<file path="src/rtl/cpl_resp_pkg.sv">
package cpl_resp_pkg;

  localparam int ERR_W      = 8;
  localparam int WORD_W     = 32;
  localparam int OFS_BYTES  = 0;
  localparam int OFS_STATUS = 4;

  typedef struct packed {
    logic             early;
    logic [ERR_W-1:0] err;
  } cpl_status_t;

  localparam int STAT_W = $bits(cpl_status_t);

  typedef enum logic [1:0] {
    WSEL_BYTES,
    WSEL_STATUS,
    WSEL_NONE
  } win_sel_e;

  function automatic logic [WORD_W-1:0] pack_status(cpl_status_t s);
    return {{(WORD_W-STAT_W){1'b0}}, s.early, s.err};
  endfunction

endpackage

</file>
<file path="src/rtl/cpl_resp_ingress.sv">
module cpl_resp_ingress (
  input  logic clk,
  input  logic rst_n,
  input  logic cpl_valid,
  input  logic full,
  output logic cpl_ready,
  output logic accept,
  output logic ovf
);

  logic ovf_q;

  assign cpl_ready = ~full;
  assign accept    = cpl_valid & ~full;

  always_ff @(posedge clk) begin
    if (!rst_n) begin
      ovf_q <= 1'b0;
    end else if (cpl_valid && full) begin
      ovf_q <= 1'b1;
    end
  end

  assign ovf = ovf_q;

endmodule

</file>
<file path="src/rtl/cpl_resp_store.sv">
module cpl_resp_store
  import cpl_resp_pkg::*;
#(
  parameter int DEPTH   = 16,
  parameter int BYTES_W = 32,
  parameter int LVL_W   = $clog2(DEPTH + 1)
) (
  input  logic               clk,
  input  logic               rst_n,
  input  logic               push,
  input  logic [BYTES_W-1:0] push_bytes,
  input  cpl_status_t        push_stat,
  input  logic               pop,
  output logic [BYTES_W-1:0] head_bytes,
  output cpl_status_t        head_stat,
  output logic [LVL_W-1:0]   level,
  output logic               empty,
  output logic               full
);

  localparam int PTR_W = (DEPTH > 1) ? $clog2(DEPTH) : 1;
  localparam logic [PTR_W-1:0] LAST = PTR_W'(DEPTH - 1);
  localparam logic [LVL_W-1:0] CAP  = LVL_W'(DEPTH);

  logic [BYTES_W-1:0] mem_bytes [DEPTH];
  cpl_status_t        mem_stat  [DEPTH];
  logic [PTR_W-1:0]   wr_ptr, rd_ptr;
  logic [LVL_W-1:0]   cnt;

  function automatic logic [PTR_W-1:0] bump(logic [PTR_W-1:0] p);
    return (p == LAST) ? '0 : p + 1'b1;
  endfunction

  always_ff @(posedge clk) begin
    if (push) begin
      mem_bytes[wr_ptr] <= push_bytes;
      mem_stat[wr_ptr]  <= push_stat;
    end
  end

  always_ff @(posedge clk) begin
    if (!rst_n) begin
      wr_ptr <= '0;
      rd_ptr <= '0;
      cnt    <= '0;
    end else begin
      if (push) wr_ptr <= bump(wr_ptr);
      if (pop)  rd_ptr <= bump(rd_ptr);
      unique case ({push, pop})
        2'b10:   cnt <= cnt + 1'b1;
        2'b01:   cnt <= cnt - 1'b1;
        default: cnt <= cnt;
      endcase
    end
  end

  assign head_bytes = mem_bytes[rd_ptr];
  assign head_stat  = mem_stat[rd_ptr];
  assign level      = cnt;
  assign empty      = (cnt == '0);
  assign full       = (cnt == CAP);

endmodule

</file>
<file path="src/rtl/cpl_resp_window.sv">
module cpl_resp_window
  import cpl_resp_pkg::*;
#(
  parameter int ADDR_W  = 4,
  parameter int BYTES_W = 32
) (
  input  logic               clk,
  input  logic               rst_n,
  input  logic               rd_en,
  input  logic [ADDR_W-1:0]  rd_addr,
  input  logic               empty,
  input  logic [BYTES_W-1:0] head_bytes,
  input  cpl_status_t        head_stat,
  output logic               pop,
  output logic               rd_valid,
  output logic [WORD_W-1:0]  rd_data
);

  win_sel_e          sel;
  logic [WORD_W-1:0] bytes_word;
  logic [WORD_W-1:0] next_word;

  generate
    if (BYTES_W < WORD_W) begin : g_zext
      assign bytes_word = {{(WORD_W-BYTES_W){1'b0}}, head_bytes};
    end else begin : g_full
      assign bytes_word = head_bytes[WORD_W-1:0];
    end
  endgenerate

  always_comb begin
    if (rd_addr == ADDR_W'(OFS_BYTES))       sel = WSEL_BYTES;
    else if (rd_addr == ADDR_W'(OFS_STATUS)) sel = WSEL_STATUS;
    else                                     sel = WSEL_NONE;
  end

  always_comb begin
    next_word = '0;
    if (!empty) begin
      unique case (sel)
        WSEL_BYTES:  next_word = bytes_word;
        WSEL_STATUS: next_word = pack_status(head_stat);
        default:     next_word = '0;
      endcase
    end
  end

  assign pop = rd_en & ~empty & (sel == WSEL_STATUS);

  always_ff @(posedge clk) begin
    if (!rst_n) begin
      rd_valid <= 1'b0;
      rd_data  <= '0;
    end else begin
      rd_valid <= rd_en;
      if (rd_en) rd_data <= next_word;
    end
  end

endmodule

</file>
<file path="src/rtl/cpl_resp_queue.sv">
module cpl_resp_queue
  import cpl_resp_pkg::*;
#(
  parameter int DEPTH   = 16,
  parameter int BYTES_W = 32,
  parameter int ADDR_W  = 4
) (
  input  logic               clk,
  input  logic               rst_n,
  input  logic               cpl_valid,
  output logic               cpl_ready,
  input  logic [BYTES_W-1:0] cpl_bytes,
  input  logic [ERR_W-1:0]   cpl_err,
  input  logic               cpl_early,
  input  logic               rd_en,
  input  logic [ADDR_W-1:0]  rd_addr,
  output logic               rd_valid,
  output logic [WORD_W-1:0]  rd_data,
  output logic               resp_empty,
  output logic               resp_full,
  output logic [WORD_W-1:0]  resp_fill,
  output logic               resp_ovf
);

  localparam int LVL_W = $clog2(DEPTH + 1);

  logic               accept, pop;
  logic [BYTES_W-1:0] head_bytes;
  cpl_status_t        head_stat, in_stat;
  logic [LVL_W-1:0]   level;

  assign in_stat.early = cpl_early;
  assign in_stat.err   = cpl_err;

  cpl_resp_ingress u_ingress (
    .clk       (clk),
    .rst_n     (rst_n),
    .cpl_valid (cpl_valid),
    .full      (resp_full),
    .cpl_ready (cpl_ready),
    .accept    (accept),
    .ovf       (resp_ovf)
  );

  cpl_resp_store #(
    .DEPTH   (DEPTH),
    .BYTES_W (BYTES_W),
    .LVL_W   (LVL_W)
  ) u_store (
    .clk        (clk),
    .rst_n      (rst_n),
    .push       (accept),
    .push_bytes (cpl_bytes),
    .push_stat  (in_stat),
    .pop        (pop),
    .head_bytes (head_bytes),
    .head_stat  (head_stat),
    .level      (level),
    .empty      (resp_empty),
    .full       (resp_full)
  );

  cpl_resp_window #(
    .ADDR_W  (ADDR_W),
    .BYTES_W (BYTES_W)
  ) u_window (
    .clk        (clk),
    .rst_n      (rst_n),
    .rd_en      (rd_en),
    .rd_addr    (rd_addr),
    .empty      (resp_empty),
    .head_bytes (head_bytes),
    .head_stat  (head_stat),
    .pop        (pop),
    .rd_valid   (rd_valid),
    .rd_data    (rd_data)
  );

  assign resp_fill = WORD_W'(level);

endmodule

</file>
<file path="config.mk">
export PLATFORM = sky130hd
export DESIGN_NAME = cpl_resp_queue
export DESIGN_NICKNAME = d
export VERILOG_FILES = /design/src/rtl/cpl_resp_pkg.sv /design/src/rtl/cpl_resp_ingress.sv /design/src/rtl/cpl_resp_store.sv /design/src/rtl/cpl_resp_window.sv /design/src/rtl/cpl_resp_queue.sv
export SDC_FILE = /design/constraint.sdc
export NUM_CORES = 1
export LEC_CHECK = 0
export BUFFER_PORTS_ARGS = -buffer_cell sky130_fd_sc_hd__clkbuf_2
export CORE_MARGIN = 5
export CORE_UTILIZATION = 60
export DETAILED_ROUTE_END_ITERATION = 8
export PLACE_DENSITY = 0.78
export SLEW_MARGIN = 20
export SYNTH_ARGS = -nofsm -noshare
export SYNTH_HDL_FRONTEND = slang
export SYNTH_SLANG_ARGS = --single-unit
</file>
<file path="constraint.sdc">
create_clock -name clk -period 8.25 [get_ports clk]
set_input_delay 1.2375 -clock clk [delete_from_list [all_inputs] [get_ports clk]]
set_output_delay 1.2375 -clock clk [all_outputs]
set_load 0.03 [all_outputs]
</file>
==> results of run 1 <==
[cell type report]
class,count,share of cell area (%)
Multi-Input combinational cell,521,19.9
Sequential cell,707,67.6
Clock inverter,33,1.40
Inverter,29,0.355
Antenna cell,1,0.00816
Tap cell,600,2.45
Clock buffer,93,6.16
Timing Repair Buffer,116,2.17
[report_power, final]
group | switching, mW | internal, mW
Combinational | 0.139 | 0.0573
Clock | 1.30 | 1.93
Sequential | 0.0142 | 3.95
[how the worst max path moves through the flow]
stage                    start                                end  slack [ps]  cells after the start
finish              rd_addr[3]      u_store.level[4]$_SDFFE_PN0P_        4850                     10
CTS                 rd_addr[3]      u_store.level[4]$_SDFFE_PN0P_        4940                     10
detailed placement  rd_addr[3]      u_store.level[4]$_SDFFE_PN0P_        4350                     10
floorplan            cpl_valid  u_store.mem_bytes[3][0]$_DFFE_PP_        3270                      3
global route              flop   u_window.rd_data[4]$_SDFFE_PN0P_        4780                      6
global placement    rd_addr[3]      u_store.level[2]$_SDFFE_PN0P_        4450                     10
[layer usage]
layer  part of all wire, %  GRT usage, %  wire length (µm)  up-vias
met3                   8.8          4.51              5350       99
met4                   2.3          7.55              1400        4
met5                 0.052             0                32        -
met2                    51          40.8             31000      787
met1                    38          34.1             23200     7011
li1                      -             -                 -     5569
[through the flow]
step	instance area, µm²	worst slack (ps)
after CTS	30600	4940
final	30700	4850
after global placement	28300	4450
after floorplan	27400	3270
after global routing	30700	4780
after detailed placement	28300	4350
[cell families after synthesis]
group / synth area share [%]
AO/OA/AOI/OAI: 2.61
XOR/XNOR: 0.225
adder cells (fa/ha/maj): 0.367
buffers and inverters: 2.55
flip-flops: 75.9
multiplexers: 16.0
other: 0.0137
AND/OR/NAND/NOR: 2.30
[placed cells by master (no fill, tap or decap), types with 23 or more instances in the layout]
master	instances
edfxtp_1	656
clkbuf_2	90
clkbuf_16	72
mux2i_1	76
clkinv_1	24
dfxtp_1	47
conb_1	27
a22oi_1	37
mux4_2	151
buf_4	25
o21ai_1	23
nand2_1	53
[worst min-delay path: stages (launching register included)]
cell and delay [ps]:
dfxtp_1 310, nand2_1 50, o21ai_1 50
[state kept, by name, summed over array words and instances (netlist names), named ones only]
signal	cells
u_store.mem_stat	144
u_store.level	5
u_store.wr_ptr	4
u_window.rd_data	32
u_store.mem_bytes	512
u_store.rd_ptr	4
u_window.rd_valid	1
u_ingress.ovf	1
==> metrics.cfg, run 1 <==
[cts]
cts_made_buffers=69
ctsHoldBuffers=0
cts_setup_buffers=0
cts-resized-gates=0
cts_tree=done
htreeDepth=3
cts-root-buf=clkbuf_16
ctsLongestPathBuffers=3
clkSinkCount=707
clock_latency_ps=600
clk_pin_slew_worst_paths_ps=60

[power]
leakage_nw=9.66
power_mw=7.39
power_density_nw_per_um2=241
ir_drop_mv=0.179

[finish]
final_util_pct=67.9
num-fill-cells=2727
area_growth_pct=12.4
fin_cells=2100
finalNetCount=1501
regArea_um2=20700
drive_above_1_share_pct=27.9
multiInputGateArea_um2=6090

[sta]
fin_skew_ps=25.1
slew_viol_final=0
hold_violations=0
rsz0062_at_grt=no
tns_ps=0
layout_min_cycle_time_ps=3400
setup_viol=0
max_freq_ghz=0.294
relSlewSlack_pct=28.1
period_share_pct=41.2
tightest_slew_ps=1080
hold_ws_ps=446

[synthesis]
synthTopCellsByCount=edfxtp_1, mux4_2, mux2i_1
syn_area_um2=27300
yosysUniqueCellTypes=51
seq_area_frac_synth_pct=75.9
synth_cells=1326
ys_top_cells_by_area=edfxtp_1, mux4_2, dfxtp_1
synth_top_area_share_pct=72.2
synth-seq-cells=707
synth.most_common_cell=edfxtp_1
ys_warn_count=0
yosys_most_used_dff=edfxtp_1
synth_enable_flop_cells=656
yosys.area.top_type=edfxtp_1
synthArstFlopShare_pct=0
syn_area_per_cell_um2=20.6

[floorplanning]
io_pins=118
dieArea_um2=49800
die_w_um=223
start_util_pct=60.4
core_area_um2=45200
std_cell_rows=78
fp.dieH_um=223

[place]
portBuffers=90
dpl.cell_count=1972
hpwl_um=30300
gp_routability_congestion=0.821

[setup_path]
r2r_setup_slack_ps=5030
worstSetupPathType=input port to flop
path_cells=clkbuf_2 -> or3_4 -> a211oi_4 -> ha_1 -> xor2_1 -> ha_1 -> a21oi_1 -> a21oi_1 -> a221oi_2 -> mux2i_1
critPathLaunchType=input port
path_buf_inv=1
timing.rr.end=u_window.rd_data[4]$_SDFFE_PN0P_
worst_r2r_path_depth=6
cpPeakStageDelay_ps=460
cp_slowest_cell=or3_4
cp.required_ps=8760
path_max_fanout=8
critPathCaptureType=flop
cp_top_family=compound AO/OA/AOI/OAI gates
arrival_ps=3910

[grt]
grt_first_pass_wirelength_um=90300
grt_antenna_before_repair=4
grt_pass1_vias=13832
grt_start_max_net_pins=70
track_usage_pct=24.6
grt-ovfl-total=0

[worst_hold_path]
hold_end=u_window.rd_data[26]$_SDFFE_PN0P_
holdPathStages=2
holdCritStartpoint=u_window.rd_data[26]$_SDFFE_PN0P_
hp-class=flop to flop

[routing]
drtPass1Iterations=5
drc_errors=0
route.vias.total=13470
drt_iter0_markers=1791
viasPerCell=6.41
routedWlPerCell_um=29.1
wirelength_um=61100
antenna_left=0

[status]
status=completed

[job]
maxCapViolCount=0

Note: power is estimated with default switching activity, not from simulation.
==> run 2: changes to the inputs <==
- CORE_UTILIZATION: 60 -> 55
- PLACE_DENSITY: 0.78 -> 0.75
- clock period: 8.25 -> 2.97 ns (I/O delays scaled with it)
==> run 2 against run 1 <==
Compared with the run above:
- critical path depth is the same
- cell area grew 1.1%
- setup slack lost 4500 ps
- clock-buffer cell count grew 1
- flip-flop and latch count is the same
- largest cell class unchanged
- global-route usage shrank 2.8 points
==> metrics.cfg, run 2 (same netlist as run 1, synthesis figures left out) <==
[status]
status=completed  ; unchanged

[finish]
most-common-layout-cells=edfxtp_1, mux4_2, clkbuf_2  ; unchanged
drive_above_1_share_pct=29.3  ; was 27.9%
regMostFlops=u_store.mem_bytes  ; unchanged
area_growth_pct=13.7  ; was 12.4%
final_util_pct=63.2  ; was 67.9%
largest_reg_flops=512  ; unchanged
reg_top3=u_store.mem_bytes x512, u_store.mem_stat x144, u_window.rd_data x32  ; unchanged
design_area_um2=31000  ; was 30700 µm²
final_common_cell=edfxtp_1  ; unchanged
finalNetCount=1531  ; was 1501
fin_cells=2190  ; was 2100

[sta]
hold_violations=0  ; unchanged
rsz0062_at_grt=no  ; unchanged
relSlewSlack_pct=36.2  ; was 28.1%
tightest_slew_ps=955  ; was 1080 ps
period_share_pct=89.5
setup_viol=0  ; unchanged
fin_skew_ps=18.4  ; was 25.1 ps
max_freq_ghz=0.376
hold_ws_ps=144  ; was 446 ps
slew_viol_final=0  ; unchanged
layout_min_cycle_time_ps=2660

[setup_path]
worstSetupPathType=flop to flop  ; was input port to flop
path_cells=nor4_4 -> a21boi_2 -> inv_1 -> ha_2 -> xor2_1 -> ha_1 -> a21oi_1 -> xor2_1 -> or3_1 -> a21oi_1  ; was clkbuf_2 -> or3_4 -> a211oi_4 -> ha_1 -> xor2_1 -> ha_1 -> a21oi_1 -> a21oi_1 -> a221oi_2 -> mux2i_1
cp.required_ps=3460  ; was 8760 ps
critPathCaptureType=flop  ; unchanged
path_buf_inv=1  ; unchanged
cp_slowest_cell=dfxtp_1  ; was or3_4
arrival_ps=3150  ; was 3910 ps
worstSetupStartpoint=u_store.level[1]$_SDFFE_PN0P_  ; was rd_addr[3]
cpPeakStageDelay_ps=520  ; was 460 ps
worst_r2r_path_depth=10  ; was 6
r2r_start=u_store.level[1]$_SDFFE_PN0P_
r2r_setup_slack_ps=310  ; was 5030 ps
timing.rr.end=u_store.level[2]$_SDFFE_PN0P_  ; was u_window.rd_data[4]$_SDFFE_PN0P_
critPathLaunchType=flop  ; was input port
path_max_fanout=9  ; was 8
cp_top_family=compound AO/OA/AOI/OAI gates  ; unchanged

[routing]
drc_errors=0  ; unchanged
drtPass1Iterations=6  ; was 5
antenna_left=0  ; unchanged
routedWlPerCell_um=26.2  ; was 29.1 µm
route.vias.total=13140  ; was 13470
drt_iter0_markers=1500  ; was 1791
wirelength_um=57400  ; was 61100 µm
viasPerCell=6.00  ; was 6.41

[cts]
ctsLongestPathBuffers=3  ; unchanged
clkSinkCount=707  ; unchanged
clk_pin_slew_worst_paths_ps=60  ; about the same
cts_tree=done  ; unchanged
clock_latency_ps=580  ; was 600 ps
ctsHoldBuffers=0  ; unchanged
cts_made_buffers=67  ; was 69
cts-root-buf=clkbuf_16  ; unchanged
htreeDepth=3  ; unchanged

[grt]
grt_start_max_net_pins=62  ; was 70
grt_pass1_vias=13807  ; was 13832
grt_first_pass_wirelength_um=87200  ; was 90300 µm
track_usage_pct=21.8  ; was 24.6%
grt_antenna_before_repair=4  ; unchanged
grt-ovfl-total=0  ; unchanged

[worst_hold_path]
hold_end=u_ingress.ovf$_SDFFE_PN0P_  ; was u_window.rd_data[26]$_SDFFE_PN0P_
holdCritStartpoint=cpl_valid  ; was u_window.rd_data[26]$_SDFFE_PN0P_
hp-class=input port to flop  ; was flop to flop
holdPathStages=3  ; was 2

[job]
maxCapViolCount=0  ; unchanged

[power]
combPwrFrac_pct=2.8  ; was 2.7%
power_density_nw_per_um2=640  ; was 241 nW/µm²
netSwitchingPower_mw=3.87  ; was 1.46 mW
ir_drop_mv=0.542  ; was 0.179 mV
pwr-share-clk_pct=41.8  ; was 43.7%
p_sw_share_pct=19.5  ; was 19.7%
leakage_nw=9.76  ; was 9.66 nW
power.internal_mw=16.0  ; was 5.94 mW
seqPwrFrac_pct=55.4  ; was 53.6%

[place]
dpl.cell_count=2068  ; was 1972
dpl_cell_area_um2=28900  ; was 28300 µm²
gp_routability_congestion=0.777  ; was 0.821
portBuffers=90  ; unchanged
hpwl_um=32300  ; was 30300 µm

[floorplanning]
die_w_um=233  ; was 223 µm
core_area_um2=49100  ; was 45200 µm²
std_cell_rows=81  ; was 78
dieArea_um2=54200  ; was 49800 µm²
io_pins=118  ; unchanged
fp.dieH_um=233  ; was 223 µm
start_util_pct=55.6  ; was 60.4%

run 2: worst max-delay path by stage:
| stage | end | slack (ps) | cells after the start |
|---|---|---|---|
| after global routing | u_store.level[4]$_SDFFE_PN0P_ | 30 | 10 |
| after global placement | u_store.level[4]$_SDFFE_PN0P_ | 270 | 10 |
| after CTS | u_store.level[2]$_SDFFE_PN0P_ | 110 | 10 |
| after detailed placement | u_store.level[4]$_SDFFE_PN0P_ | 140 | 10 |
| final | u_store.level[2]$_SDFFE_PN0P_ | 310 | 10 |
| after floorplan | u_store.mem_bytes[7][0]$_DFFE_PP_ | -490 | 5 |
run 2: what timing repair did:
item / in CTS / in global routing
hold endpoints to repair: 0 / 0
setup buffers: 0 / 1
resized for setup: 0 / 2
endpoints found under the setup margin: 0 / 2
run 2: per-stage QoR:
step	setup WS [ps]	TNS [ps]	power, mW
floorplan	-486	-226760	11.5
global placement	270	0	11.7
detailed placement	137	0	11.8
CTS	113	0	20.0
global route	33.3	0	20.6
finish	311	0	19.9
run 2: power by group through the flow:
stage                     logic, mW  registers, mW  clock network (mW)
after global placement        0.528           11.2                   0
after detailed placement      0.546           11.2                   0
final                         0.551           11.0                8.30
after floorplan               0.305           11.2                   0
after global routing          0.596           11.0                8.96
after CTS                     0.550           11.0                8.46
run 2: area by class of cell:
| class | instances | area (µm²) |
|---|---|---|
| Antenna cell | 1 | 2.50 |
| Clock buffer | 94 | 1870 |
| Clock inverter | 26 | 268 |
| Fill cell | 3237 | 18000 |
| Inverter | 29 | 109 |
| Multi-Input combinational cell | 521 | 6110 |
| Sequential cell | 707 | 20700 |
| Tap cell | 664 | 831 |
| Timing Repair Buffer | 148 | 1090 |
run 2: metal layers:
metal	track usage, %	wire length (µm)	share of wire [%]	vias to the layer above
li1	-	-	-	5631
met1	30.4	22800	40	6823
met2	35.4	29000	50	602
met3	4.84	4600	8.0	78
met4	6.02	1020	1.8	6
met5	0	39	0.068	-
run 2: worst register-to-register path: stages (launching register included):
cell      delay, ps
dfxtp_1         520
nor4_4           80
a21boi_2        340
inv_1           170
ha_2            280
xor2_1          160
ha_1            200
a21oi_1         240
xor2_1          120
or3_1           310
a21oi_1         160
==> run 3: changes to the inputs <==
- ABC_AREA: unset -> 1
==> run 3 against run 2 <==
Compared with the run above:
- total power is 3.3% higher
- die area increased by 3.1%
- sequential share of layout area decreased by 1.3 points
- first-iteration DRC count grew 52%
- flip-flop and latch count unchanged
- critical path type unchanged
==> metrics.cfg, run 3 <==
[synthesis]
yosys.area.top_type=edfxtp_1  ; unchanged
synth-seq-cells=707  ; unchanged
seq_area_frac_synth_pct=73.6  ; was 75.9%
ys_top_cells_by_area=edfxtp_1, nand2_1, nand3_1  ; was edfxtp_1, mux4_2, dfxtp_1
synthTopCellsByCount=edfxtp_1, nand2_1, nand3_1  ; was edfxtp_1, mux4_2, mux2i_1
synth.most_common_cell=edfxtp_1  ; unchanged
yosysUniqueCellTypes=31  ; was 51
synthArstFlopShare_pct=0  ; unchanged
synth_top_area_share_pct=69.9  ; was 72.2%
syn_area_um2=28200  ; was 27300 µm²
ys_warn_count=0  ; unchanged
synth_cells=2301  ; was 1326
yosys_most_used_dff=edfxtp_1  ; unchanged
syn_area_per_cell_um2=12.2  ; was 20.6 µm²
synth_enable_flop_cells=656  ; unchanged

[grt]
grt-ovfl-total=0  ; unchanged
grt_antenna_before_repair=2  ; was 4
track_usage_pct=24.1  ; was 21.8%
grt_pass1_vias=18032  ; was 13807
grt_start_max_net_pins=167  ; was 62
grt_first_pass_wirelength_um=105000  ; was 87200 µm

[floorplanning]
io_pins=118  ; unchanged
start_util_pct=55.2  ; was 55.6%
core_area_um2=51000  ; was 49100 µm²
std_cell_rows=83  ; was 81
dieArea_um2=55800  ; was 54200 µm²
die_w_um=236  ; was 233 µm
fp.dieH_um=236  ; was 233 µm

[finish]
final_util_pct=62.0  ; was 63.2%
most-common-layout-cells=edfxtp_1, nand2_1, nand3_1  ; was edfxtp_1, mux4_2, clkbuf_2
final_common_cell=edfxtp_1  ; unchanged
regMostFlops=u_store.mem_bytes  ; unchanged
diodes=0  ; was 1
largest_reg_flops=512  ; unchanged
num-fill-cells=3692  ; was 3237
design_area_um2=31600  ; was 31000 µm²
reg_top3=u_store.mem_bytes x512, u_store.mem_stat x144, u_window.rd_data x32  ; unchanged
fin_cells=3102  ; was 2190
area_growth_pct=12.2  ; was 13.7%
finalNetCount=2425  ; was 1531
drive_above_1_share_pct=11.0  ; was 29.3%

[routing]
drc_errors=0  ; unchanged
wirelength_um=69000  ; was 57400 µm
antenna_left=0  ; unchanged
routedWlPerCell_um=22.3  ; was 26.2 µm
viasPerCell=5.98  ; was 6.00
drtPass1Iterations=8  ; was 6
route.vias.total=18559  ; was 13140
drt_iter0_markers=2274  ; was 1500

[sta]
setup_viol=0  ; unchanged
layout_min_cycle_time_ps=2430  ; was 2660 ps
relSlewSlack_pct=35.7  ; was 36.2%
hold_violations=0  ; unchanged
fin_skew_ps=22.7  ; was 18.4 ps
slew_viol_final=0  ; unchanged
tightest_slew_ps=963  ; was 955 ps
rsz0062_at_grt=no  ; unchanged
max_freq_ghz=0.412  ; was 0.376 GHz
period_share_pct=81.7  ; was 89.5%

[setup_path]
critPathCaptureType=flop  ; unchanged
r2r_start=u_store.level[1]$_SDFFE_PN0P_  ; unchanged
timing.rr.end=u_store.level[3]$_SDFFE_PN0P_  ; was u_store.level[2]$_SDFFE_PN0P_
critPathLaunchType=flop  ; unchanged
path_cells=nor2_1 -> nand3_1 -> nand2_1 -> nor2_2 -> ha_1 -> xnor2_1 -> inv_1 -> nand3_1 -> nand3_1 -> nand2_1 -> nand2_1 -> o21bai_1 -> inv_1  ; was nor4_4 -> a21boi_2 -> inv_1 -> ha_2 -> xor2_1 -> ha_1 -> a21oi_1 -> xor2_1 -> or3_1 -> a21oi_1
arrival_ps=2910  ; was 3150 ps
cp.required_ps=3450  ; was 3460 ps
path_max_fanout=6  ; was 9
cpPeakStageDelay_ps=460  ; was 520 ps
r2r_setup_slack_ps=540  ; was 310 ps
worst_r2r_path_depth=13  ; was 10
cp_slowest_cell=dfxtp_1  ; unchanged
worstSetupPathType=flop to flop  ; unchanged

[power]
power_density_nw_per_um2=649  ; was 640 nW/µm²
leakage_nw=10.9  ; was 9.76 nW
ir_drop_mv=0.354  ; was 0.542 mV
power_mw=20.5  ; was 19.9 mW

[cts]
clkSinkCount=707  ; unchanged
clock_latency_ps=610  ; was 580 ps
cts_made_buffers=69  ; was 67
cts-resized-gates=0  ; unchanged
cts_tree=done  ; unchanged
cts_setup_buffers=0  ; unchanged
htreeDepth=3  ; unchanged
ctsLongestPathBuffers=3  ; unchanged
cts-root-buf=clkbuf_16  ; unchanged
ctsHoldBuffers=0  ; unchanged
clk_pin_slew_worst_paths_ps=60  ; about the same

[worst_hold_path]
holdCritStartpoint=rd_en  ; was cpl_valid
hp-class=input port to flop  ; unchanged
holdPathStages=3  ; unchanged
hold_end=u_window.rd_valid$_SDFF_PN0_  ; was u_ingress.ovf$_SDFFE_PN0P_

[status]
status=completed  ; unchanged

[job]
maxCapViolCount=0  ; unchanged

[place]
hpwl_um=36500  ; was 32300 µm
portBuffers=90  ; unchanged
gp_routability_congestion=0.852  ; was 0.777
dpl_cell_area_um2=29400  ; was 28900 µm²
dpl.cell_count=2977  ; was 2068

run 3: logic make-up after synthesis:
logic type               count (synthesis)  share of synthesized area [%]
adder cells (fa/ha/maj)                  8                          0.355
flip-flops                             707                           73.6
AND/OR/NAND/NOR                       1027                           15.0
AO/OA/AOI/OAI                          351                           7.17
buffers and inverters                  200                           3.73
other                                    1                         0.0133
XOR/XNOR                                 7                          0.218
run 3: critical path: cells and delay by family, from the launching register on:
kind	cells	cell delay, ps
compound gates	1	140
buf+inv	2	180
simple gates	8	1010
xor+xnor	1	220
flops	1	460
fa+ha+maj	1	300
run 3: worst max path at each step:
| stage | startpoint | end | slack [ps] | cells after the start |
|---|---|---|---|---|
| 2_1_floorplan | u_store.level[0]$_SDFFE_PN0P_ | u_store.mem_bytes[11][0]$_DFFE_PP_ | -640 | 6 |
| 3_3_place_gp | rd_addr[3] | u_store.level[4]$_SDFFE_PN0P_ | 790 | 14 |
| 3_5_place_dp | u_store.level[1]$_SDFFE_PN0P_ | u_store.level[4]$_SDFFE_PN0P_ | 630 | 14 |
| 4_1_cts | u_store.level[1]$_SDFFE_PN0P_ | u_store.mem_bytes[9][2]$_DFFE_PP_ | 630 | 7 |
| 5_1_grt | u_store.level[1]$_SDFFE_PN0P_ | u_store.level[3]$_SDFFE_PN0P_ | 380 | 13 |
| 6_report | u_store.level[1]$_SDFFE_PN0P_ | u_store.level[3]$_SDFFE_PN0P_ | 540 | 13 |
run 3: stage by stage:
stage	hold slack, ps	setup WS (ps)	TNS (ps)
finish	106	544	0
global route	143	381	0
CTS	87.7	629	0
detailed placement	458	631	0
global placement	454	785	0
floorplan	463	-640	-321860
run 3: cell type report:
| cell class | count | area (µm²) | share of cell area (%) |
|---|---|---|---|
| Inverter | 29 | 119 | 0.376 |
| Clock buffer | 90 | 1820 | 5.74 |
| Tap cell | 680 | 851 | 2.69 |
| Clock inverter | 35 | 397 | 1.25 |
| Timing Repair Buffer | 141 | 1070 | 3.39 |
| Sequential cell | 707 | 20700 | 65.6 |
| Multi-Input combinational cell | 1420 | 6630 | 21.0 |
run 3: power by group:
part           total (mW)  internal, mW  leakage, nW  switching (mW)
registers            11.1          11.0         6.34          0.0475
logic               0.821         0.191         3.53           0.630
clock network        8.62          5.04         1.07            3.59
run 3: per-layer routing:
metal	share of wire (%)	track usage [%]	vias to the layer above
li1	-	-	8329
met2	48	38.4	982
met3	9.7	4.38	173
met4	3.2	8.59	4
met5	0.039	0	-
met1	39	33.9	9071
